$ cat config.mk
export PLATFORM = sky130hd
export DESIGN_NAME = stp_port_filter
export DESIGN_NICKNAME = d
export VERILOG_FILES = /design/src/rtl/stp_pkg.sv /design/src/rtl/stp_port_fsm.sv /design/src/rtl/stp_gate.sv /design/src/rtl/stp_port_filter.sv
export SDC_FILE = /design/constraint.sdc
export NUM_CORES = 1
export LEC_CHECK = 0
export ABC_AREA = 1
export BUFFER_PORTS_ARGS = -buffer_cell sky130_fd_sc_hd__buf_2
export CORE_AREA = 2 2 39 41
export CTS_CLUSTER_DIAMETER = 120
export DETAILED_ROUTE_END_ITERATION = 16
export DIE_AREA = 0 0 41 43
export GPL_TIMING_DRIVEN = 1
export SLEW_MARGIN = 20
export SYNTH_ARGS = -nofsm -noshare
export SYNTH_HDL_FRONTEND = slang
export SYNTH_SLANG_ARGS = --single-unit
$ cat constraint.sdc
create_clock -name clk -period 1.3 [get_ports clk]
set_input_delay 0.39 -clock clk [delete_from_list [all_inputs] [get_ports clk]]
set_output_delay 0.39 -clock clk [all_outputs]
set_load 0.02 [all_outputs]
$ cat src/rtl/stp_pkg.sv
package stp_pkg;
    typedef enum logic [1:0] {
        ST_FWD   = 2'b00,
        ST_BLOCK = 2'b01,
        ST_LEARN = 2'b10
    } stp_state_e;
endpackage

$ cat src/rtl/stp_port_fsm.sv
module stp_port_fsm
    import stp_pkg::*;
(
    input  logic       clk,
    input  logic       rst_n,
    input  logic       wr_en,
    input  logic [1:0] wr_code,
    output stp_state_e state,
    output logic       learn
);
    stp_state_e st_q, st_d;

    // Next state: any state reaches any state through a write
    always_comb begin
        st_d = st_q;
        if (wr_en) begin
            unique case (wr_code)
                2'b00:   st_d = ST_FWD;     // go_fwd
                2'b10:   st_d = ST_LEARN;   // go_learn
                2'b01:   st_d = ST_BLOCK;   // go_block
                default: st_d = ST_BLOCK;   // go_block (unused code 11)
            endcase
        end
    end

    always_ff @(posedge clk or negedge rst_n) begin
        if (!rst_n) st_q <= ST_BLOCK;
        else        st_q <= st_d;
    end

    // Outputs of the state machine
    always_comb begin
        unique case (st_q)
            ST_FWD:   learn = 1'b1;
            ST_LEARN: learn = 1'b1;
            default:  learn = 1'b0;
        endcase
    end

    assign state = st_q;

    // a write of code 11 must leave the port blocking
    a_r2_code11_blocks: assert property (@(posedge clk) disable iff (!rst_n)
        (wr_en && wr_code == 2'b11) |=> (state == ST_BLOCK && !learn));
    // a write of 00 must reach forwarding
    a_r2_code00_fwd: assert property (@(posedge clk) disable iff (!rst_n)
        (wr_en && wr_code == 2'b00) |=> (state == ST_FWD));
    // without a write the state holds
    a_r7_state_holds: assert property (@(posedge clk) disable iff (!rst_n)
        !wr_en |=> $stable(state));
endmodule

$ cat src/rtl/stp_gate.sv
module stp_gate
    import stp_pkg::*;
(
    input  stp_state_e state,
    input  logic       ovr,
    output logic       pass
);
    always_comb begin
        unique case (state)
            ST_FWD:   pass = 1'b1;
            ST_LEARN: pass = ovr;
            default:  pass = ovr;
        endcase
    end
endmodule

$ cat src/rtl/stp_port_filter.sv
module stp_port_filter
    import stp_pkg::*;
#(
    parameter int NPORTS = 3,
    localparam int PW = (NPORTS > 1) ? $clog2(NPORTS + 1) : 1
) (
    input  logic              clk,
    input  logic              rst_n,
    input  logic              cfg_we,
    input  logic [PW-1:0]     cfg_port,
    input  logic [1:0]        cfg_state,
    input  logic              rx_req,
    input  logic [PW-1:0]     rx_port,
    input  logic              rx_ovr,
    input  logic              tx_req,
    input  logic [PW-1:0]     tx_port,
    input  logic              tx_ovr,
    output logic              rx_vld,
    output logic              rx_accept,
    output logic              tx_vld,
    output logic              tx_permit,
    output logic [NPORTS-1:0] learn_en
);
    stp_state_e port_st [NPORTS];

    for (genvar p = 0; p < NPORTS; p++) begin : g_port
        stp_port_fsm u_fsm (
            .clk     (clk),
            .rst_n   (rst_n),
            .wr_en   (cfg_we && cfg_port == PW'(p)),
            .wr_code (cfg_state),
            .state   (port_st[p]),
            .learn   (learn_en[p])
        );
    end

    stp_state_e rx_st, tx_st;
    logic       rx_in_range, tx_in_range;

    always_comb begin
        rx_st = ST_BLOCK;
        tx_st = ST_BLOCK;
        rx_in_range = 1'b0;
        tx_in_range = 1'b0;
        for (int i = 0; i < NPORTS; i++) begin
            if (rx_port == PW'(i)) begin
                rx_st = port_st[i];
                rx_in_range = 1'b1;
            end
            if (tx_port == PW'(i)) begin
                tx_st = port_st[i];
                tx_in_range = 1'b1;
            end
        end
    end

    logic rx_pass, tx_pass;

    stp_gate u_rx_gate (.state(rx_st), .ovr(rx_ovr), .pass(rx_pass));
    stp_gate u_tx_gate (.state(tx_st), .ovr(tx_ovr), .pass(tx_pass));

    always_ff @(posedge clk or negedge rst_n) begin
        if (!rst_n) begin
            rx_vld    <= 1'b0;
            rx_accept <= 1'b0;
            tx_vld    <= 1'b0;
            tx_permit <= 1'b0;
        end else begin
            rx_vld    <= rx_req;
            rx_accept <= rx_req && rx_in_range && rx_pass;
            tx_vld    <= tx_req;
            tx_permit <= tx_req && tx_in_range && tx_pass;
        end
    end

    // valid follows the request by one cycle
    a_r6_rx_vld: assert property (@(posedge clk) disable iff (!rst_n)
        rx_req |=> rx_vld);
    a_r6_tx_vld: assert property (@(posedge clk) disable iff (!rst_n)
        tx_req |=> tx_vld);
    // no decision without valid
    a_r6_rx_quiet: assert property (@(posedge clk) disable iff (!rst_n)
        !rx_vld |-> !rx_accept);
    a_r6_tx_quiet: assert property (@(posedge clk) disable iff (!rst_n)
        !tx_vld |-> !tx_permit);
    // forwarding ports always pass
    a_r5_rx_fwd: assert property (@(posedge clk) disable iff (!rst_n)
        (rx_req && rx_in_range && rx_st == ST_FWD) |=> rx_accept);
    // a non-forwarding port without override never passes
    a_r3_tx_block: assert property (@(posedge clk) disable iff (!rst_n)
        (tx_req && !tx_ovr && tx_st != ST_FWD) |=> !tx_permit);
    // out-of-range requests are denied
    a_r8_rx_range: assert property (@(posedge clk) disable iff (!rst_n)
        (rx_req && !rx_in_range) |=> (rx_vld && !rx_accept));
endmodule

==> impl_results.md, run 1 <==
- Status: finished, violations left
- Failing checks: negative setup slack
- VDD IR-drop max: roughly 0.52 mV
- GRT overflow: 0
- Yosys top cell area share: 0.3753
- ANT cells: 0
- Arr. time, crit path: 0.95 ns
- Antenna Nets Post-Route: 0
- Detailed Place HPWL: 723.1 um
- Clock Sinks: 10
- HP Class: input pin to register
- Setup crit end kind: primary output
- Vias: 434
- Worst Path Buf+Inv: 2
- Pleak: 0.0003578 uW
- I/O pin count: 22
- Synth Flop Type: dfrtp_1
- Clock network fraction of design power: 0.269
- Largest stage delay, worst path: roughly 0.54 ns
- Mapped Area: 466.7 um2
- Final Max Slew Viols: 0
- Min Tclk post-route: 1.340 ns
- PortBufs: 21
- Clk buf depth: 2
- Post-synth top cells: nand2_1, inv_1, dfrtp_1
- Gate power share: 0.269
- Vias per cell: 4.340
- Critical path's slowest cell: dfstp_2
- CP max FO: 2
- Total power density per cell area: 1246 nW/um2
- Max Clock Skew: 0.002081 ns
- Worst Path Required: roughly 0.91 ns
- Worst-Skew Late Latency: between 0.2 and 0.3 ns
- Startpoint types: register
- GRT Util Overall: 0.1317
- Ys async rst share: 1.000
- Vias in the first global route: 401
- CP cell instances: inv_2 > buf_6
- Routed WL: 910 um
- Worst slew margin: 0.8523
- Die Area: 1763 um2
- Sw Pwr: 231.3 uW
- Setup CP Type: register to primary output
- NumNets Final: 100
- Share of power burned in registers: 0.462
- CTS tree: done
- Die Height: 43 um
- Max cap viols: 0
- Number of setup violations in the final report: 3
- Rows: 14
- Placeable core area: between 1000 and 1500 um2
- Die width: just over 40 um
- Worst Max-Slew Pin Slew: 0.2215 ns
- Cell taking the most area after synthesis: dfrtp_1
- Clock root cell: clkbuf_4
- Post-Syn Instances: 57
- First-pass GRT wire length: ~1500 um
- Top cells by area, synth: dfrtp_1, dfstp_2, nand2_1
- Netlist cell types: 13
- FF+latch count, synth: 10
- Max Freq: roughly 0.75 GHz
- Pin count of the biggest net entering global routing: 11
- CP delay by family, top: flip-flops
- First drt pass iteration count: 2
- Htree depth: 1
- Final Hold Viols: 0
- Syn Nets: just over 70
- Initial Utilization: 0.3373
- Initial DRC Count: 4
- Clock Pin Slew Worst Setup and Hold Paths: 0.06 ns
- Layout cells sized above 1: 0.4167
- Drt wl/cell: around 9 um
- RSZ-0062 raised after global routing: yes
- Synth Warn #: 0
- Initial antenna violation count: 0
- Period utilization: 1.031
- Post-synth EDFFs: 0
- Routability cong.: roughly 0.71
- Pint: 583.9 uW
- Setup WS pre-CTS: roughly 0.2 ns
- DRC: 0
- Most frequent cell after synthesis: nand2_1
- Post-route setup slack: -0.04031 ns
- FILL cells: between 150 and 200
- Num CTS Buffers: 3
- Sequential area share after synthesis: 0.5442
- Synth-to-layout area growth: 40.21%
- Sw Ratio: 0.2838
- Setup TNS: -0.1012 ns
- Average size of a mapped cell: between 8 and 9 um2
cells in the final DEF, fill, tap and decap left out:
cell type,Yosys,layout
a21boi_0,1,1
a21oi_1,1,1
buf_2,0,18
buf_4,3,4
buf_6,0,3
clkbuf_1,0,1
clkbuf_4,0,3
dfrtp_1,7,7
dfstp_2,3,3
dlygate4sd3_1,0,1
inv_1,9,7
inv_2,1,3
nand2_1,14,14
nand2_2,1,1
nand3_1,4,4
nor2_1,3,3
o21ai_0,6,6
o21ai_1,4,4
path summary, 6_finish.rpt:
check | from | to | slack (ns) | depth (start not counted)
worst max-delay path | g_port[0].u_fsm.state[0] | learn_en[0] | -0.04 | 2
worst min-delay path | tx_req | tx_vld | 0.25 | 1
worst max register to register | g_port[1].u_fsm.state[0] | tx_permit | 0.19 | 7
worst min register to register | g_port[0].u_fsm.state[1] | g_port[0].u_fsm.state[1] | 0.50 | 2
max in group asynchronous | rst_n | g_port[0].u_fsm.state[0] | 0.53 | 2
min in group asynchronous | rst_n | rx_vld | 0.51 | 2
cell families after synthesis:
kind of cell	after synthesis	synth area share
AOI/OAI and AO/OA	12	0.1340
buffers and inverters	13	0.1287
DFF	10	0.5442
and+or+nand+nor	22	0.1930
metrics by stage:
stage | hold WS (ns) | std cells | cell area (um2) | util | total power [uW]
floorplan | 0.09441 | 57 | 466.7 | - | 502.3
global placement | 0.2585 | 91 | 569.3 | 0.4114 | 547.7
detailed placement | 0.2595 | 91 | 569.3 | 0.4114 | 549.9
CTS | 0.2452 | 99 | 646.9 | 0.4675 | 821.5
global route | 0.2368 | 100 | 654.4 | 0.4729 | 872.5
finish | 0.2524 | 100 | 654.4 | 0.4729 | 815.2
what timing repair did:
action,CTS,global route
hold buffers,1,0
setup buffers,3,1
gates resized for setup,8,0
endpoints found under the setup margin,3,3
endpoints found under the hold margin,7,0
metal layers:
layer | vias up | track usage | wire [um]
met5 | - | 0 | 0
met4 | 0 | 0.08000 | 0
met3 | 0 | 0.03141 | 88
met2 | 16 | 0.2094 | 458
met1 | 188 | 0.1490 | 364
li1 | 230 | - | -
power by group through the flow:
| stage | registers (uW) | clock network, uW | logic (uW) |
|---|---|---|---|
| 2_1_floorplan | 394 | 0 | 108 |
| 3_3_place_gp | 384 | 0 | 163 |
| 3_5_place_dp | 387 | 0 | 163 |
| 4_1_cts | 378 | 230 | 214 |
| 5_1_grt | 383 | 245 | 245 |
| 6_report | 377 | 219 | 219 |
sequential cells by signal (all words and copies together), names as in the netlist:
signal,cells
rx_accept,1
rx_vld,1
tx_vld,1
tx_permit,1
g_port.u_fsm.state,6
layout make-up:
cell class	instances	area (um2)	share of cell area
clock buffers	4	26.28	0.04015
inverters	10	37.54	0.05736
repair buffers	26	163.9	0.2505
multi-input cells	34	152.6	0.2333
flip-flops and latches	10	254.0	0.3881
well taps	16	20.02	0.03059
Note: power is estimated with default switching activity, not from simulation.
==> run 2: changes to the inputs <==
--- a/config.mk
+++ b/config.mk
@@ -6,11 +6,11 @@
 export NUM_CORES = 1
 export LEC_CHECK = 0
 export ABC_AREA = 1
-export BUFFER_PORTS_ARGS = -buffer_cell sky130_fd_sc_hd__buf_2
 export CORE_AREA = 2 2 39 41
 export CTS_CLUSTER_DIAMETER = 120
 export DETAILED_ROUTE_END_ITERATION = 16
 export DIE_AREA = 0 0 41 43
+export DONT_BUFFER_PORTS = 1
 export GPL_TIMING_DRIVEN = 1
 export SLEW_MARGIN = 20
 export SYNTH_ARGS = -nofsm -noshare
==> run 2 against run 1 <==
The flow now finishes without violations. Die area stayed put. Via count down 17%. Cell count decreased by 22%. Clock power grew 29%. Sequential power up 4%. Sequential share of layout area up 8.8 points. Worst hold slack lost 0.11 ns. Critical path depth down 1.
==> impl_results.md, run 2 (synthesis gave the netlist of run 1 again) <==
- Status: completed (was finished, violations left)
- Total design power: 803.6 uW (was 815.2 uW)
- CTS tree: done (unchanged)
- Worst R2R End: tx_permit (unchanged)
- I/O pin count: 22 (unchanged)
- Setup WS pre-CTS: 0.2704 ns (was 0.1952 ns)
- Worst-Skew Late Latency: 0.27 ns (was 0.26 ns)
- Final core utilization: 0.3852 (was 0.4729)
- Reg2reg start: g_port[2].u_fsm.state[0] (was g_port[1].u_fsm.state[0])
- Setup crit end kind: primary output (unchanged)
- Worst Path Required: 0.91 ns (about the same)
- Rows: 14 (unchanged)
- Routed WL: 869 um (was 910 um)
- Vias in the first global route: 327 (was 401)
- Number of setup violations in the final report: 0 (was 3)
- Max reg flops: 6 (unchanged)
- GRT overflow: 0 (unchanged)
- HP Class: input pin to register (unchanged)
- Vias per cell: 4.628 (was 4.340)
- Routability cong.: 0.6638 (was 0.7092)
- Clock Pin Slew Worst Setup and Hold Paths: 0.07 ns (was 0.06 ns)
- Post-route setup slack: 0.02501 ns (was -0.04031 ns)
- Pleak: 0.0002690 uW (was 0.0003578 uW)
- First drt pass iteration count: 4 (was 2)
- Clock Sinks: 10 (unchanged)
- Hold Path Stages: 0 (was 1)
- CP delay by family, top: flip-flops (unchanged)
- First-pass GRT wire length: 1380 um (was 1538 um)
- Max Clock Skew: 0.005541 ns (was 0.002081 ns)
- Initial antenna violation count: 0 (unchanged)
- Max cap viols: 0 (unchanged)
- PortBufs: 0 (was 21)
- Period utilization: 0.9808 (was 1.031)
- Commonest non-fill, non-tap cell in the layout: nand2_1 (was buf_2)
- DRC: 0 (unchanged)
- Layout cells sized above 1: 0.2258 (was 0.4167)
- Die Height: 43 um (unchanged)
- Largest stage delay, worst path: 0.55 ns (was 0.54 ns)
- Htree depth: 1 (unchanged)
- Drt wl/cell: 11.14 um (was 9.100 um)
- Antenna Nets Post-Route: 0 (unchanged)
- Worst slew margin: 0.6980 (was 0.8523)
- FILL cells: 146 (was 155)
- Total power density per cell area: 1508 nW/um2 (was 1246 nW/um2)
- Worst Path Buf+Inv: 1 (was 2)
- Clock root cell: clkbuf_4 (unchanged)
- Commonest cells after routing, fill and taps aside: nand2_1, inv_1, dfrtp_1, o21ai_0 (was buf_2, nand2_1, inv_1, dfrtp_1, o21ai_0)
- Cell Area, Placed: 464.2 um2 (was 569.3 um2)
- Final Hold Viols: 0 (unchanged)
- Clk buf depth: 2 (unchanged)
- Die width: 41 um (unchanged)
- Final Max Slew Viols: 0 (unchanged)
- GRT Util Overall: 0.1254 (was 0.1317)
- CP max FO: 3 (was 2)
- Startpoint types: register (unchanged)
- WHS Endpoint: rx_vld (was tx_vld)
- VDD IR-drop max: 0.5322 mV (was 0.5231 mV)
- Placeable core area: 1384 um2 (unchanged)
- Vias: 361 (was 434)
- WP depth: 1 (was 2)
- Arr. time, crit path: 0.88 ns (was 0.95 ns)
- ANT cells: 0 (unchanged)
- Initial DRC Count: 9 (was 4)
- Post-route design area: 533.0 um2 (was 654.4 um2)
- Min-delay src: rx_req (was tx_req)
- Min Tclk post-route: 1.275 ns (was 1.340 ns)
- RSZ-0062 raised after global routing: yes (unchanged)
- Die Area: 1763 um2 (unchanged)
- Detailed Place HPWL: 675.9 um (was 723.1 um)
- Initial Utilization: 0.3373 (unchanged)
- Pin count of the biggest net entering global routing: 11 (unchanged)
- Critical path's slowest cell: dfstp_2 (unchanged)
- R2R setup slack: 0.22 ns (was 0.19 ns)
- CP cell instances: inv_2 (was inv_2 > buf_6)
- Max Freq: 0.7843 GHz (was 0.7461 GHz)
- Worst Reg2Reg Path Length in Cells: 4 (was 7)
- Worst Max-Slew Pin Slew: 0.4514 ns (was 0.2215 ns)
- NumNets Final: 78 (was 100)
- Num CTS Buffers: 3 (unchanged)
- Setup CP Type: register to primary output (unchanged)
- Synth-to-layout area growth: 14.21% (was 40.21%)
-- run 2: worst max path at each step --
stage,startpoint,end,slack [ns]
after CTS,g_port[2].u_fsm.state[0],learn_en[2],-0.004
final,g_port[2].u_fsm.state[0],learn_en[2],0.03
after detailed placement,g_port[1].u_fsm.state[0],learn_en[1],0.27
after floorplan,g_port[1].u_fsm.state[0],learn_en[1],0.21
after global placement,g_port[1].u_fsm.state[0],learn_en[1],0.28
after global routing,g_port[2].u_fsm.state[0],learn_en[2],-0.007
-- run 2: timing repair --
| item | in CTS | in global routing |
|---|---|---|
| setup buffers | 0 | 3 |
| hold buffers | 1 | 0 |
| resized for setup | 2 | 0 |
| hold endpoints to repair | 10 | 0 |
| endpoints found under the setup margin | 2 | 3 |
-- run 2: layer usage --
layer	wire length [um]	track usage	vias up	part of all wire
li1	-	-	185	-
met1	362	0.1447	157	0.42
met2	401	0.1625	19	0.46
met3	105	0.06806	0	0.12
met4	0	0.1000	0	0
met5	0	0	-	0
-- run 2: stage by stage --
stage                      TNS (ns)  hold slack [ns]  std cells
after floorplan                   0          0.09441         57
after global placement            0          0.09466         70
after detailed placement          0          0.09463         70
after CTS                 -0.003847           0.1340         75
after global routing      -0.006981           0.1196         78
final                             0           0.1462         78
-- run 2: report_power, final --
part,internal [uW],total (uW),switching [uW]
Combinational,53.6,131,77.0
Clock,170,282,111
Sequential,358,392,33.5
-- run 2: layout make-up --
cell class | count | area, um2 | share of cell area
Inverter | 10 | 37.54 | 0.07042
Timing Repair Buffer | 4 | 32.53 | 0.06103
Multi-Input combinational cell | 34 | 152.6 | 0.2864
Sequential cell | 10 | 254.0 | 0.4765
Tap cell | 16 | 20.02 | 0.03756
Clock buffer | 4 | 36.28 | 0.06808
==> run 3: changes to the inputs <==
==> constraint.sdc (replaced) <==
create_clock -name clk -period 1.3 [get_ports clk]
set_input_delay 0.39 -clock clk [delete_from_list [all_inputs] [get_ports clk]]
set_output_delay 0.39 -clock clk [all_outputs]
set_load 0.1 [all_outputs]
==> run 3 against run 2 <==
The flow now finishes with violations (negative setup slack). Clock skew fell by 0.0015 ns. Maximum frequency fell by 8.1%. Critical path depth rose by 1. Wire length rose by 4.5%. Critical path type unchanged. Highest routed layer is now met4.
==> impl_results.md, run 3 (synthesis gave the netlist of run 1 again) <==
- Htree depth: 1 (unchanged)
- Failing checks: negative setup slack
- Pleak: 0.0003386 uW (was 0.0002690 uW)
- Worst-Skew Late Latency: 0.26 ns (was 0.27 ns)
- Vias: 401 (was 361)
- Die Area: 1763 um2 (unchanged)
- Placeable core area: 1384 um2 (unchanged)
- Drt wl/cell: 10.44 um (was 11.14 um)
- Worst Reg2Reg Path Length in Cells: 8 (was 4)
- Period utilization: 1.067 (was 0.9808)
- ANT cells: 0 (unchanged)
- FILL cells: 136 (was 146)
- I/O pin count: 22 (unchanged)
- Min-delay src: rx_req (unchanged)
- Vias per cell: 4.609 (was 4.628)
- Worst slew margin: 0.7000 (was 0.6980)
- Max reg flops: 6 (unchanged)
- First-pass GRT wire length: 1497 um (was 1380 um)
- Post-route design area: 678.2 um2 (was 533.0 um2)
- Hold Path Stages: 0 (unchanged)
- Synth-to-layout area growth: 45.31% (was 14.21%)
- Clock Sinks: 10 (unchanged)
- Detailed Place HPWL: 713.3 um (was 675.9 um)
- NumNets Final: 87 (was 78)
- Max Freq: 0.7208 GHz (was 0.7843 GHz)
- Startpoint types: register (unchanged)
- Post-route setup slack: -0.08731 ns (was 0.02501 ns)
- Setup crit end kind: primary output (unchanged)
- Initial Utilization: 0.3373 (unchanged)
- Number of setup violations in the final report: 3 (was 0)
- RSZ-0062 raised after global routing: yes (unchanged)
- R2R setup slack: 0.21 ns (was 0.22 ns)
- Commonest non-fill, non-tap cell in the layout: nand2_1 (unchanged)
- Cell Area, Placed: 604.3 um2 (was 464.2 um2)
- Vias in the first global route: 378 (was 327)
- CP max FO: 2 (was 3)
- Clock root cell: clkbuf_4 (unchanged)
- Reg2reg start: g_port[0].u_fsm.state[0] (was g_port[2].u_fsm.state[0])
- Clk buf depth: 2 (unchanged)
- Pin count of the biggest net entering global routing: 11 (unchanged)
- Final Hold Viols: 0 (unchanged)
- Largest stage delay, worst path: 0.53 ns (was 0.55 ns)
- Critical path's slowest cell: dfstp_2 (unchanged)
- GRT overflow: 0 (unchanged)
- Rows: 14 (unchanged)
- Total power density per cell area: 1507 nW/um2 (was 1508 nW/um2)
- PortBufs: 0 (unchanged)
- Worst Path Required: 0.91 ns (about the same)
- Num CTS Buffers: 3 (unchanged)
- Initial DRC Count: 9 (unchanged)
- Max cap viols: 0 (unchanged)
- Routability cong.: 0.6734 (was 0.6638)
- Worst R2R End: tx_permit (unchanged)
- Final Max Slew Viols: 0 (unchanged)
- Initial antenna violation count: 0 (unchanged)
- Antenna Nets Post-Route: 0 (unchanged)
- Layout cells sized above 1: 0.3099 (was 0.2258)
- CTS tree: done (unchanged)
- WHS Endpoint: rx_vld (unchanged)
- Worst Max-Slew Pin Slew: 0.4486 ns (was 0.4514 ns)
- Max Clock Skew: 0.004021 ns (was 0.005541 ns)
- Commonest cells after routing, fill and taps aside: nand2_1, inv_1, dfrtp_1, buf_12, o21ai_0 (was nand2_1, inv_1, dfrtp_1, o21ai_0)
- VDD IR-drop max: 0.6561 mV (was 0.5322 mV)
- Routed WL: 908 um (was 869 um)
- Arr. time, crit path: 1.00 ns (was 0.88 ns)
- Die Height: 43 um (unchanged)
- HP Class: input pin to register (unchanged)
- Die width: 41 um (unchanged)
- Setup CP Type: register to primary output (unchanged)
- GRT Util Overall: 0.1288 (was 0.1254)
- Setup WS pre-CTS: 0.1445 ns (was 0.2704 ns)
- Clock Pin Slew Worst Setup and Hold Paths: 0.07 ns (about the same)
- First drt pass iteration count: 4 (unchanged)
- DRC: 0 (unchanged)
- Min Tclk post-route: 1.387 ns (was 1.275 ns)
- Status: finished, violations left (was completed)
- Worst hold slack: 0.1530 ns (was 0.1462 ns)
- CP cell instances: inv_2 > buf_12 (was inv_2)
run 3: cell count changes in the layout (fill, tap and decap cells not counted), sizes merged:
cell	before	now
buf	3	12
run 3: power by group:
part / switching (uW) / internal (uW) / leakage [uW]
clock network: 104 / 118 / 0.0000150
registers: 24.4 / 358 / 0.000119
logic: 259 / 158 / 0.000204
total: 387 / 635 / 0.000339
run 3: through the flow:
| stage | util | std cells | power [uW] | setup TNS [ns] |
|---|---|---|---|---|
| after CTS | 0.4846 | 86 | 1027 | -0.2860 |
| after detailed placement | 0.4367 | 77 | 761.6 | 0 |
| after global routing | 0.4901 | 87 | 1085 | -0.3612 |
| final | 0.4901 | 87 | 1022 | -0.2501 |
| after global placement | 0.4367 | 77 | 758.2 | 0 |
| after floorplan | - | 57 | 651.9 | 0 |
run 3: critical path, delay by kind of cell (launching register included):
kind	cells	cell delay, ns
buf+inv	2	0.21
flops	1	0.53
run 3: worst max-delay path by stage:
stage / startpoint / to / cells past startpoint
finish: g_port[0].u_fsm.state[0] / learn_en[0] / 2
detailed placement: g_port[2].u_fsm.state[0] / learn_en[2] / 2
CTS: g_port[0].u_fsm.state[0] / learn_en[0] / 2
global route: g_port[1].u_fsm.state[0] / learn_en[1] / 2
floorplan: rx_accept / rx_accept / 0
global placement: g_port[1].u_fsm.state[0] / learn_en[1] / 2
run 3: routing by layer:
layer | track usage | vias to the layer above | wire length, um | part of all wire
met5 | 0 | - | 0 | 0
li1 | - | 203 | - | -
met2 | 0.1813 | 16 | 442 | 0.49
met1 | 0.1462 | 180 | 338 | 0.37
met4 | 0.08000 | 0 | 6 | 0.0066
met3 | 0.06806 | 2 | 120 | 0.13
run 3: cell type report:
class | instances | area, um2 | share of cell area
inverter | 10 | 37.54 | 0.05535
tap | 16 | 20.02 | 0.02952
multi-input combinational | 34 | 152.6 | 0.2251
sequential | 10 | 254.0 | 0.3745
timing repair buffer | 13 | 187.7 | 0.2768
clock buffer | 4 | 26.28 | 0.03875
run 3: what timing repair did:
item,4_1_cts,5_1_grt
endpoints found under the hold margin,10,0
setup buffers,4,1
hold buffers,1,0
gates resized for setup,2,0
endpoints found under the setup margin,3,3
